### config.mk
export PLATFORM = sky130hd
export DESIGN_NAME = hs_port
export DESIGN_NICKNAME = d
export VERILOG_FILES = /design/src/rtl/hs_port.sv
export SDC_FILE = /design/constraint.sdc
export NUM_CORES = 1
export LEC_CHECK = 0
export BUFFER_PORTS_ARGS = -buffer_cell sky130_fd_sc_hd__clkbuf_2
export CORE_UTILIZATION = 45
export CTS_CLUSTER_SIZE = 16
export DETAILED_ROUTE_END_ITERATION = 16
export GPL_ROUTABILITY_DRIVEN = 1
export PLACE_DENSITY = 0.73
export SYNTH_ARGS = -nofsm -noshare
export SYNTH_HDL_FRONTEND = slang
export SYNTH_SLANG_ARGS = --single-unit
### constraint.sdc
create_clock -name clk -period 1.8 [get_ports clk]
set_clock_uncertainty 0.1 [all_clocks]
set_input_delay 0.36 -clock clk [delete_from_list [all_inputs] [get_ports clk]]
set_output_delay 0.36 -clock clk [all_outputs]
set_load 0.01 [all_outputs]
### src/rtl/hs_port.sv
module hs_port #(
  parameter logic [7:0] DATA_ADDR = 8'hD8,
  parameter logic [7:0] CTRL_ADDR = 8'hE8
) (
  input  logic       clk,
  input  logic       rst_n,
  input  logic [7:0] bus_addr,
  input  logic       bus_wr,
  input  logic [7:0] bus_wdata,
  input  logic       bus_bwr,
  input  logic [2:0] bus_bsel,
  input  logic       bus_bval,
  input  logic       bus_rd,
  output logic [7:0] bus_rdata,
  input  logic [7:0] pin_din,
  output logic [7:0] pin_dout,
  input  logic       in_stb_n,
  input  logic       out_stb,
  input  logic       aflag_in,
  output logic       aflag_out,
  output logic       aflag_oe,
  input  logic       bflag_in,
  output logic       bflag_out,
  output logic       bflag_oe
);
  logic [7:0] olat, ibuf;
  logic [7:2] ctl;
  logic       ibf, obf;
  logic [2:0] isy, osy;

  wire [7:0] csr   = {ctl, obf, ibf};
  wire [1:0] amode = ctl[5:4];
  wire [1:0] bmode = ctl[7:6];
  wire       gated = (bmode == 2'b11) && bflag_in;

  wire in_ev  = !gated && (ctl[2] ? (isy[2] & ~isy[1]) : ~isy[1]);
  wire out_ev = !gated && (ctl[3] ? (~osy[2] & osy[1]) : (osy[2] & ~osy[1]));

  wire dsel  = bus_addr == DATA_ADDR;
  wire csel  = bus_addr == CTRL_ADDR;
  wire d_wr  = bus_wr  & dsel;
  wire d_bwr = bus_bwr & dsel;
  wire c_wr  = bus_wr  & csel;
  wire c_bwr = bus_bwr & csel;
  wire d_rd  = bus_rd  & dsel;

  wire [7:0] bmask = 8'd1 << bus_bsel;
  wire [7:0] bset  = bus_bval ? bmask : 8'd0;

  always_ff @(posedge clk or negedge rst_n) begin
    if (!rst_n) begin
      olat <= '0;
      ibuf <= '0;
      ctl  <= '0;
      ibf  <= 1'b0;
      obf  <= 1'b0;
      isy  <= 3'b111;
      osy  <= 3'b111;
    end else begin
      isy <= {isy[1:0], in_stb_n};
      osy <= {osy[1:0], out_stb};

      if (in_ev) begin
        ibuf <= pin_din;
        ibf  <= 1'b1;
      end else if (d_rd) begin
        ibf  <= 1'b0;
      end

      if (d_wr) begin
        olat <= bus_wdata;
        obf  <= 1'b1;
      end else if (d_bwr) begin
        olat <= (olat & ~bmask) | bset;
        obf  <= 1'b1;
      end else if (out_ev) begin
        obf  <= 1'b0;
      end

      if (c_wr)
        ctl <= bus_wdata[7:2];
      else if (c_bwr)
        ctl <= (ctl & ~bmask[7:2]) | bset[7:2];
    end
  end

  assign bus_rdata = d_rd ? ibuf : (bus_rd && csel) ? csr : 8'h00;
  assign pin_dout  = (amode == 2'b11 && aflag_in) ? csr : olat;

  assign aflag_oe  = amode != 2'b11;
  assign aflag_out = (amode == 2'b10) ? obf : (amode == 2'b01);
  assign bflag_oe  = bmode != 2'b11;
  assign bflag_out = (bmode == 2'b10) ? ibf : (bmode == 2'b01);
endmodule

# Word-level counts from Yosys, hierarchy flattened
# Cells that the tools add are included.
# totals
regBits,30
latch_bits,0
ramBits,0
rom_bits,0
in_bits,37
out_inout_bits,20
word_cells,62
memories,0
# classes
n_addsub,0
multipliers,0
div,0
magnitude_cmp,0
n_eq_ne,10
n_shift,1
mux,17
bitwise_logic,17
n_reduce_logical,10
# ops
operator,n
two-way mux 8 bit,6
== test 8 bit (second input constant),2
two-way mux 6 bit,2
two-way mux 1 bit,9
AND 1 bit,8
AND 8 bit,1
== test 2 bit (second input constant),4
NOT 8 bit,1
bitwise OR 8 bit,1
<< shifter 1 x 3 -> 8 bit (first input constant),1
AND 6 bit,1
NOT 6 bit,1
bitwise OR 6 bit,1
nonzero test 2 bit,3
logical AND 1 bit,5
== test 2 x 1 -> 1 bit (second input constant),2
inequality test 2 bit (second input constant),2
NOT 1 bit,3
nonzero test 3 bit,1
zero test 1 bit,1

# Depth between registers and ports, before layout
# Gate-level depths: netlist of the first run.
# logic_depth
ltp_word,7
ltp_mapped,5
depth_no_buf,3

# Worst setup path after synthesis of the first run
# No wires, ideal clock.
# synth_path
path_type,input-to-output
startpoint,in bus_addr[1]
endpoint,out bus_rdata[0]
arrival_ps,1208
t_required_ps,1340
setup_slack_ps,132
stages,4
path_buffers,1
path_cell_list,nor4bb_1 buf_2 nand3_1 nor2_1
# synth_between
elab_chain_cells,4
elab_cells_between_ends,6
cone_classes,2 x eq/ne; 2 x mux; 1 x bitwise; 1 x reduce/logical
# synth_lines
item,line_no,text
start: declaration,7,"input logic [7:0] bus_addr,"
== test 8 bit,40,wire csel = bus_addr == CTRL_ADDR;
logical AND 1 bit,87,assign bus_rdata = d_rd ? ibuf : (bus_rd && csel) ? csr : 8'h00;
two-way mux 8 bit,87,
two-way mux 8 bit *,87,
end: declaration,14,"output logic [7:0] bus_rdata,"
# Mark *: on every way between the ends. The rest lies on a longest branch, timed or not.

==> flow_summary_export.csv, run 1 <==
group,metric,value,unit
worst_setup_path,path_class,"flip-flop to output port",
final_layout,multiInputGateArea,859.6,um^2
worst_setup_path,required,1340,ps
detailed_routing,drt-met1-wl,1804,um
synthesis,synth_top_family_by_area,"compound AO/OA/AOI/OAI gates",
detailed_routing,met3_length,294,um
power,ir_worst_vdd,0.0003184,V
detailed_routing,drc,0,
sta,final.min_clock_period,1763,ps
run,drv_cap,0,
power,power_density,722.6,mW/mm^2
synthesis,avgSynthCellArea,10.01,um^2
final_layout,diodes,0,
placed_design,place_hpwl,3140,um
sta,period_share,97.95,%
sta,rsz0062_at_grt,"true",
detailed_routing,met2WireLength,1990,um
clocking,clock_latency,280,ps
clocking,cts_hold_buf,0,
die,io_pins,57,
worst_hold_path,min_path_type,"input port to async pin",
synthesis,synth_seq_cells,30,
clocking,numCtsBuffers,5,
synthesis,synth_fp_nets,204,
global_routing,grt_pass1_vias,1503,
detailed_routing,firstDrtPassIters,4,
die,die_w,62.95,um
synthesis,synth_compound_area_share,23.80,%
global_routing,grt_overflow,0,
synthesis,synth_ff_type,"dfrtp_1",
synthesis,synth_area_leader_cell,"dfrtp_1",
detailed_routing,final_antenna_net_count,0,
synthesis,seq_area_frac_synth,45.36,%
sta,setup_viol,0,
sta,finalHoldViolations,0,
die,start_util,48.56,%
synthesis,synthTopCellsByCount,"dfrtp_1, a22oi_1, inv_1",
clocking,cts_buffer_depth,2,
synthesis,yosys-top-cells-area,"dfrtp_1, dfstp_2, a22oi_1",
synthesis,syn-cell-area,0.001672,mm^2
final_layout,regArea,758.2,um^2
global_routing,antenna_found_initial,0,
detailed_routing,vias,1570,
sta,maxSlewViolCount,0,
synthesis,ys_types,41,
final_layout,drive_gt1_share,41.92,%
detailed_routing,highest_layer,"met4",
detailed_routing,via_per_inst,5.709,
clocking,cts.htree.levels,2,
sta,slew_headroom,51.33,%
synthesis,postSynthCellCount,167,
sta,tightest_slew,730.0,ps
worst_setup_path,crit_path_start_kind,"flip-flop",
final_layout,area_delta_synth_final,31.96,%
die,die_area,0.003963,mm^2
synthesis,synth.most_common_cell,"dfrtp_1",
detailed_routing,drt-initial-drc-count,55,
detailed_routing,wire_per_inst,15.13,um
worst_setup_path,cp-end-kind,"output port",
global_routing,grt_pass1_wl,6969,um
placed_design,globalplace.congestion,0.8205,
global_routing,grt_usage,22.77,%
synthesis,synth-simple-area-share,16.62,%
synthesis,synth_fa_ha_area_share,0,%
sta,fin_tns_setup,0,ps
power,p_leak,1.038,nW
placed_design,port_buffers,56,
final_layout,num-nets-final,265,
die,rows,21,
worst_setup_path,crit_path_max_fanout,6,
clocking,cts_tree,"yes",
worst_setup_path,cp_data_arrival_time,1300,ps
clocking,cts-root-buf,"clkbuf_8",
synthesis,synth_edf_count,0,
final_layout,fin_util,64.09,%
synthesis,synth.area.mux_share,7.410,%
detailed_routing,drt-total-wl,4160,um
global_routing,grt_start_max_net_pins,31,
final_layout,fillCellCount,282,
synthesis,synth-xor-area-share,0,%
synthesis,synth_top_area_share,35.93,%
synthesis,yosysWarnings,0,
sta,timing.hold.ws,23.52,ps
die,die_h,62.95,um
sta,fmax,567.2,MHz
synthesis,synthArstFlopShare,100.0,%
die,coreArea,0.003442,mm^2
clocking,path_clk_slew,60,ps
run_status,status,"complete, no violations",
clocking,cts.sinks,30,
-- report_power, final --
group / internal [W] / total [W] / leakage (nW) / switching, W
Clock: 0.000307 / 0.000550 / 0.0482 / 0.000242
Combinational: 0.000132 / 0.000286 / 0.670 / 0.000154
Sequential: 0.000731 / 0.000758 / 0.320 / 0.0000271
-- routing by layer --
metal	vias to the layer above	global-route usage, %
li1	760	-
met2	73	35.75
met5	-	0
met3	7	5.839
met1	730	29.87
met4	0	8.721
-- repair_timing --
| item | CTS | global route |
|---|---|---|
| resized for setup | 2 | 22 |
| setup endpoints to repair | 14 | 11 |
| pin swaps | 0 | 9 |
| buffers inserted | 0 | 0 |
-- critical path: stages (launching register included) --
cell      delay (ps)
dfrtp_1          410
nand3_4          130
mux2_1           340
clkbuf_2         130
-- final timing paths --
check | end | slack, ps | depth (start not counted)
max | pin_dout[0] | 40 | 3
min | ibuf[4] | 20 | 1
max reg2reg | ibuf[5] | 310 | 3
min reg2reg | osy[1] | 260 | 0
max in group asynchronous | async pin | 1110 | 1
min in group clk | osy[0] | 50 | 1
-- layout make-up --
type / count / share of cell area (%)
Clock buffer: 7 / 3.914
Clock inverter: 1 / 0.2269
Inverter: 13 / 2.212
Multi-Input combinational cell: 109 / 38.97
Sequential cell: 30 / 34.37
Tap cell: 46 / 2.609
Timing Repair Buffer: 69 / 17.70
-- per-stage QoR --
stage,std cells,total power (W),area (um^2),setup WS [ps]
3_5_place_dp,267,0.001041,2048,-40.88
4_1_cts,275,0.001595,2150,12.96
5_1_grt,275,0.001675,2206,-27.94
2_1_floorplan,167,0.0009114,1672,132.5
6_report,275,0.001594,2206,36.98
3_3_place_gp,267,0.001028,2048,-20.40
-- cell usage in the layout (no fill, tap or decap), types with 5 or more instances in the layout --
cell type and n:
buf_2 7, o211ai_1 6, a22oi_1 19, o2111ai_1 5, dfrtp_1 24, o21ai_1 5, o22ai_1 6, inv_1 12
buf_4 13, dfstp_2 6, clkbuf_2 47, nand2_1 8, mux2_1 11, clkbuf_8 6, nor2_2 8
-- cells by family (layout without fill, tap and decap cells) --
logic type	count (synthesis)	count (layout)
AOI/OAI and AO/OA	54	54
and+or+nand+nor	44	44
DFF	30	30
buffers and inverters	28	90
muxes	11	11
Note: power is estimated with default switching activity, not from simulation.
==> run 2: changes to the inputs <==
--- a/config.mk
+++ b/config.mk
@@ -7,7 +7,6 @@
 export LEC_CHECK = 0
 export BUFFER_PORTS_ARGS = -buffer_cell sky130_fd_sc_hd__clkbuf_2
 export CORE_UTILIZATION = 45
-export CTS_CLUSTER_SIZE = 16
 export DETAILED_ROUTE_END_ITERATION = 16
 export GPL_ROUTABILITY_DRIVEN = 1
 export PLACE_DENSITY = 0.73
==> constraint.sdc (replaced) <==
create_clock -name clk -period 1.7 [get_ports clk]
set_clock_uncertainty 0.1 [all_clocks]
set_input_delay 0.34 -clock clk [delete_from_list [all_inputs] [get_ports clk]]
set_output_delay 0.34 -clock clk [all_outputs]
set_load 0.01 [all_outputs]
==> run 2 against run 1 <==
Effect of this change:
- the run now ends with setup timing left
- critical path depth unchanged
- worst hold slack better by 6.8 ps
- critical path type unchanged
- worst setup slack worse by 50 ps
- first-iteration DRC count down 5.5%
- global-route usage up 1.7 points
- non-clock buffer count up 6
- via count up 3.8%
- combinational power up 18%
- core utilization up 4.3 points
- count of clock-buffer cells in the layout down 1
- largest power group unchanged
- die area unchanged
==> flow_summary_export.csv, run 2 (same netlist as run 1, synthesis figures left out) <==
group,metric,value,unit
detailed_routing,wire_per_inst,16.14,um
sta,fin_ws,-12.74,ps
power,p_leak,1.081,nW
final_layout,final_common_cell,"clkbuf_2",
die,start_util,48.56,%
sta,tightest_slew,424.2,ps
sta,rsz0062_at_grt,"true",
clocking,cts_tree,"yes",
global_routing,grt_overflow,0,
die,die_area,0.003963,mm^2
die,die_w,62.95,um
final_layout,layout_common_cells,"clkbuf_2, dfrtp_1, a22oi_1",
worst_setup_path,cp_data_arrival_time,1270,ps
clocking,clock_latency,280,ps
die,rows,21,
global_routing,grt_start_max_net_pins,31,
placed_design,pre_cts_ws,-56.36,ps
worst_setup_path,path_class,"flip-flop to output port",
detailed_routing,vias,1629,
global_routing,antenna_found_initial,0,
clocking,cts_buffer_depth,2,
final_layout,fillCellCount,267,
sta,final.min_clock_period,1713,ps
clocking,path_clk_slew,70,ps
worst_setup_path,crit_path_max_fanout,5,
power,ir_worst_vdd,0.0003180,V
die,coreArea,0.003442,mm^2
placed_design,place_hpwl,3224,um
detailed_routing,final_antenna_net_count,0,
clocking,numCtsBuffers,5,
sta,setup_viol,3,
sta,slew_headroom,71.63,%
worst_setup_path,crit_path_start_kind,"flip-flop",
worst_setup_path,cp-end-kind,"output port",
final_layout,final_area,0.002352,mm^2
detailed_routing,drt-initial-drc-count,52,
final_layout,fin_util,68.34,%
final_layout,num-nets-final,271,
placed_design,globalplace.congestion,0.8035,
worst_setup_path,crit_chain,"nand3_4 > mux2_4 > buf_6",
global_routing,grt_pass1_wl,7424,um
clocking,cts-root-buf,"clkbuf_8",
sta,timing.hold.ws,30.36,ps
detailed_routing,firstDrtPassIters,4,
worst_setup_path,critPathSlowestCell,"dfrtp_1",
run_status,failed_checks,"setup timing",
sta,fmax,583.9,MHz
die,io_pins,57,
clocking,cts.htree.levels,2,
placed_design,dpl-instance-area,0.002071,mm^2
placed_design,port_buffers,56,
run,drv_cap,0,
sta,fin_tns_setup,-30.86,ps
worst_setup_path,required,1260,ps
clocking,cts.sinks,30,
detailed_routing,drt-total-wl,4535,um
sta,maxSlewViolCount,0,
final_layout,area_delta_synth_final,40.72,%
sta,period_share,100.7,%
final_layout,drive_gt1_share,48.09,%
detailed_routing,via_per_inst,5.797,
detailed_routing,drc,0,
power,power_density,737.4,mW/mm^2
sta,finalHoldViolations,0,
worst_hold_path,min_path_type,"input port to flip-flop",
global_routing,grt_pass1_vias,1545,
final_layout,diodes,0,
worst_setup_path,slowest_delay,400,ps
die,die_h,62.95,um
run_status,status,"finished, violations left",
global_routing,grt_usage,24.43,%
-- run 2: changes by cell type in the layout (fill, tap and decap cells not counted), sizes merged --
| cell | change |
|---|---|
| buf | +11 |
| dlygate4sd3 | +1 |
| clkinvlp | +1 |
| clkbuf | -7 |
-- run 2: worst max-delay path: cells and delay by family (launching register included) --
kind / cells / cell delay (ps)
mux: 1 / 320
flops: 1 / 400
buf+inv: 1 / 120
simple gates: 1 / 150
-- run 2: repair_timing --
item / in CTS / in global routing
resized for setup: 12 / 41
buffers inserted: 2 / 0
pin swaps: 4 / 12
hold buffers: 1 / 0
hold endpoints to repair: 24 / 0
endpoints found under the setup margin: 15 / 15
-- run 2: worst paths after layout --
path / startpoint / endpoint / slack (ps) / depth (start not counted)
max reg2reg: flip-flop / ibuf[7] / 200 / 3
max in group asynchronous: rst_n / isy[1] / 690 / 3
min reg2reg: isy[0] / isy[1] / 260 / 0
min: in_stb_n / isy[0] / 30 / 1
min in group asynchronous: rst_n / ibuf[5] / 500 / 3
max: flip-flop / pin_dout[7] / -10 / 3
-- run 2: report_power, final --
part / internal, W / switching, W / leakage, nW
registers: 0.000774 / 0.0000316 / 0.320
logic: 0.000159 / 0.000179 / 0.714
clock network: 0.000325 / 0.000267 / 0.0472
-- run 2: area by class of cell --
type | instances | area (um^2) | area share [%]
tap | 46 | 57.56 | 2.447
timing repair buffer | 75 | 483.0 | 20.53
clock buffer | 6 | 82.58 | 3.511
clock inverter | 2 | 12.51 | 0.5319
sequential | 30 | 758.2 | 32.23
multi-input combinational | 109 | 909.6 | 38.67
inverter | 13 | 48.80 | 2.074
-- run 2: stage by stage --
| stage | cells | total power (W) |
|---|---|---|
| 2_1_floorplan | 167 | 0.0009650 |
| 3_3_place_gp | 270 | 0.001092 |
| 3_5_place_dp | 270 | 0.001107 |
| 4_1_cts | 281 | 0.001723 |
| 5_1_grt | 281 | 0.001825 |
| 6_report | 281 | 0.001734 |
-- run 2: routing by layer --
metal  wire length [um]  track usage [%]  part of all wire, %  vias to the layer above
met1               1934            31.47                   43                      783
met5                  0                0                    0                        -
li1                   -                -                    -                      771
met2               2287            39.38                   50                       69
met4                 76            10.47                  1.7                        0
met3                236            5.109                  5.2                        6
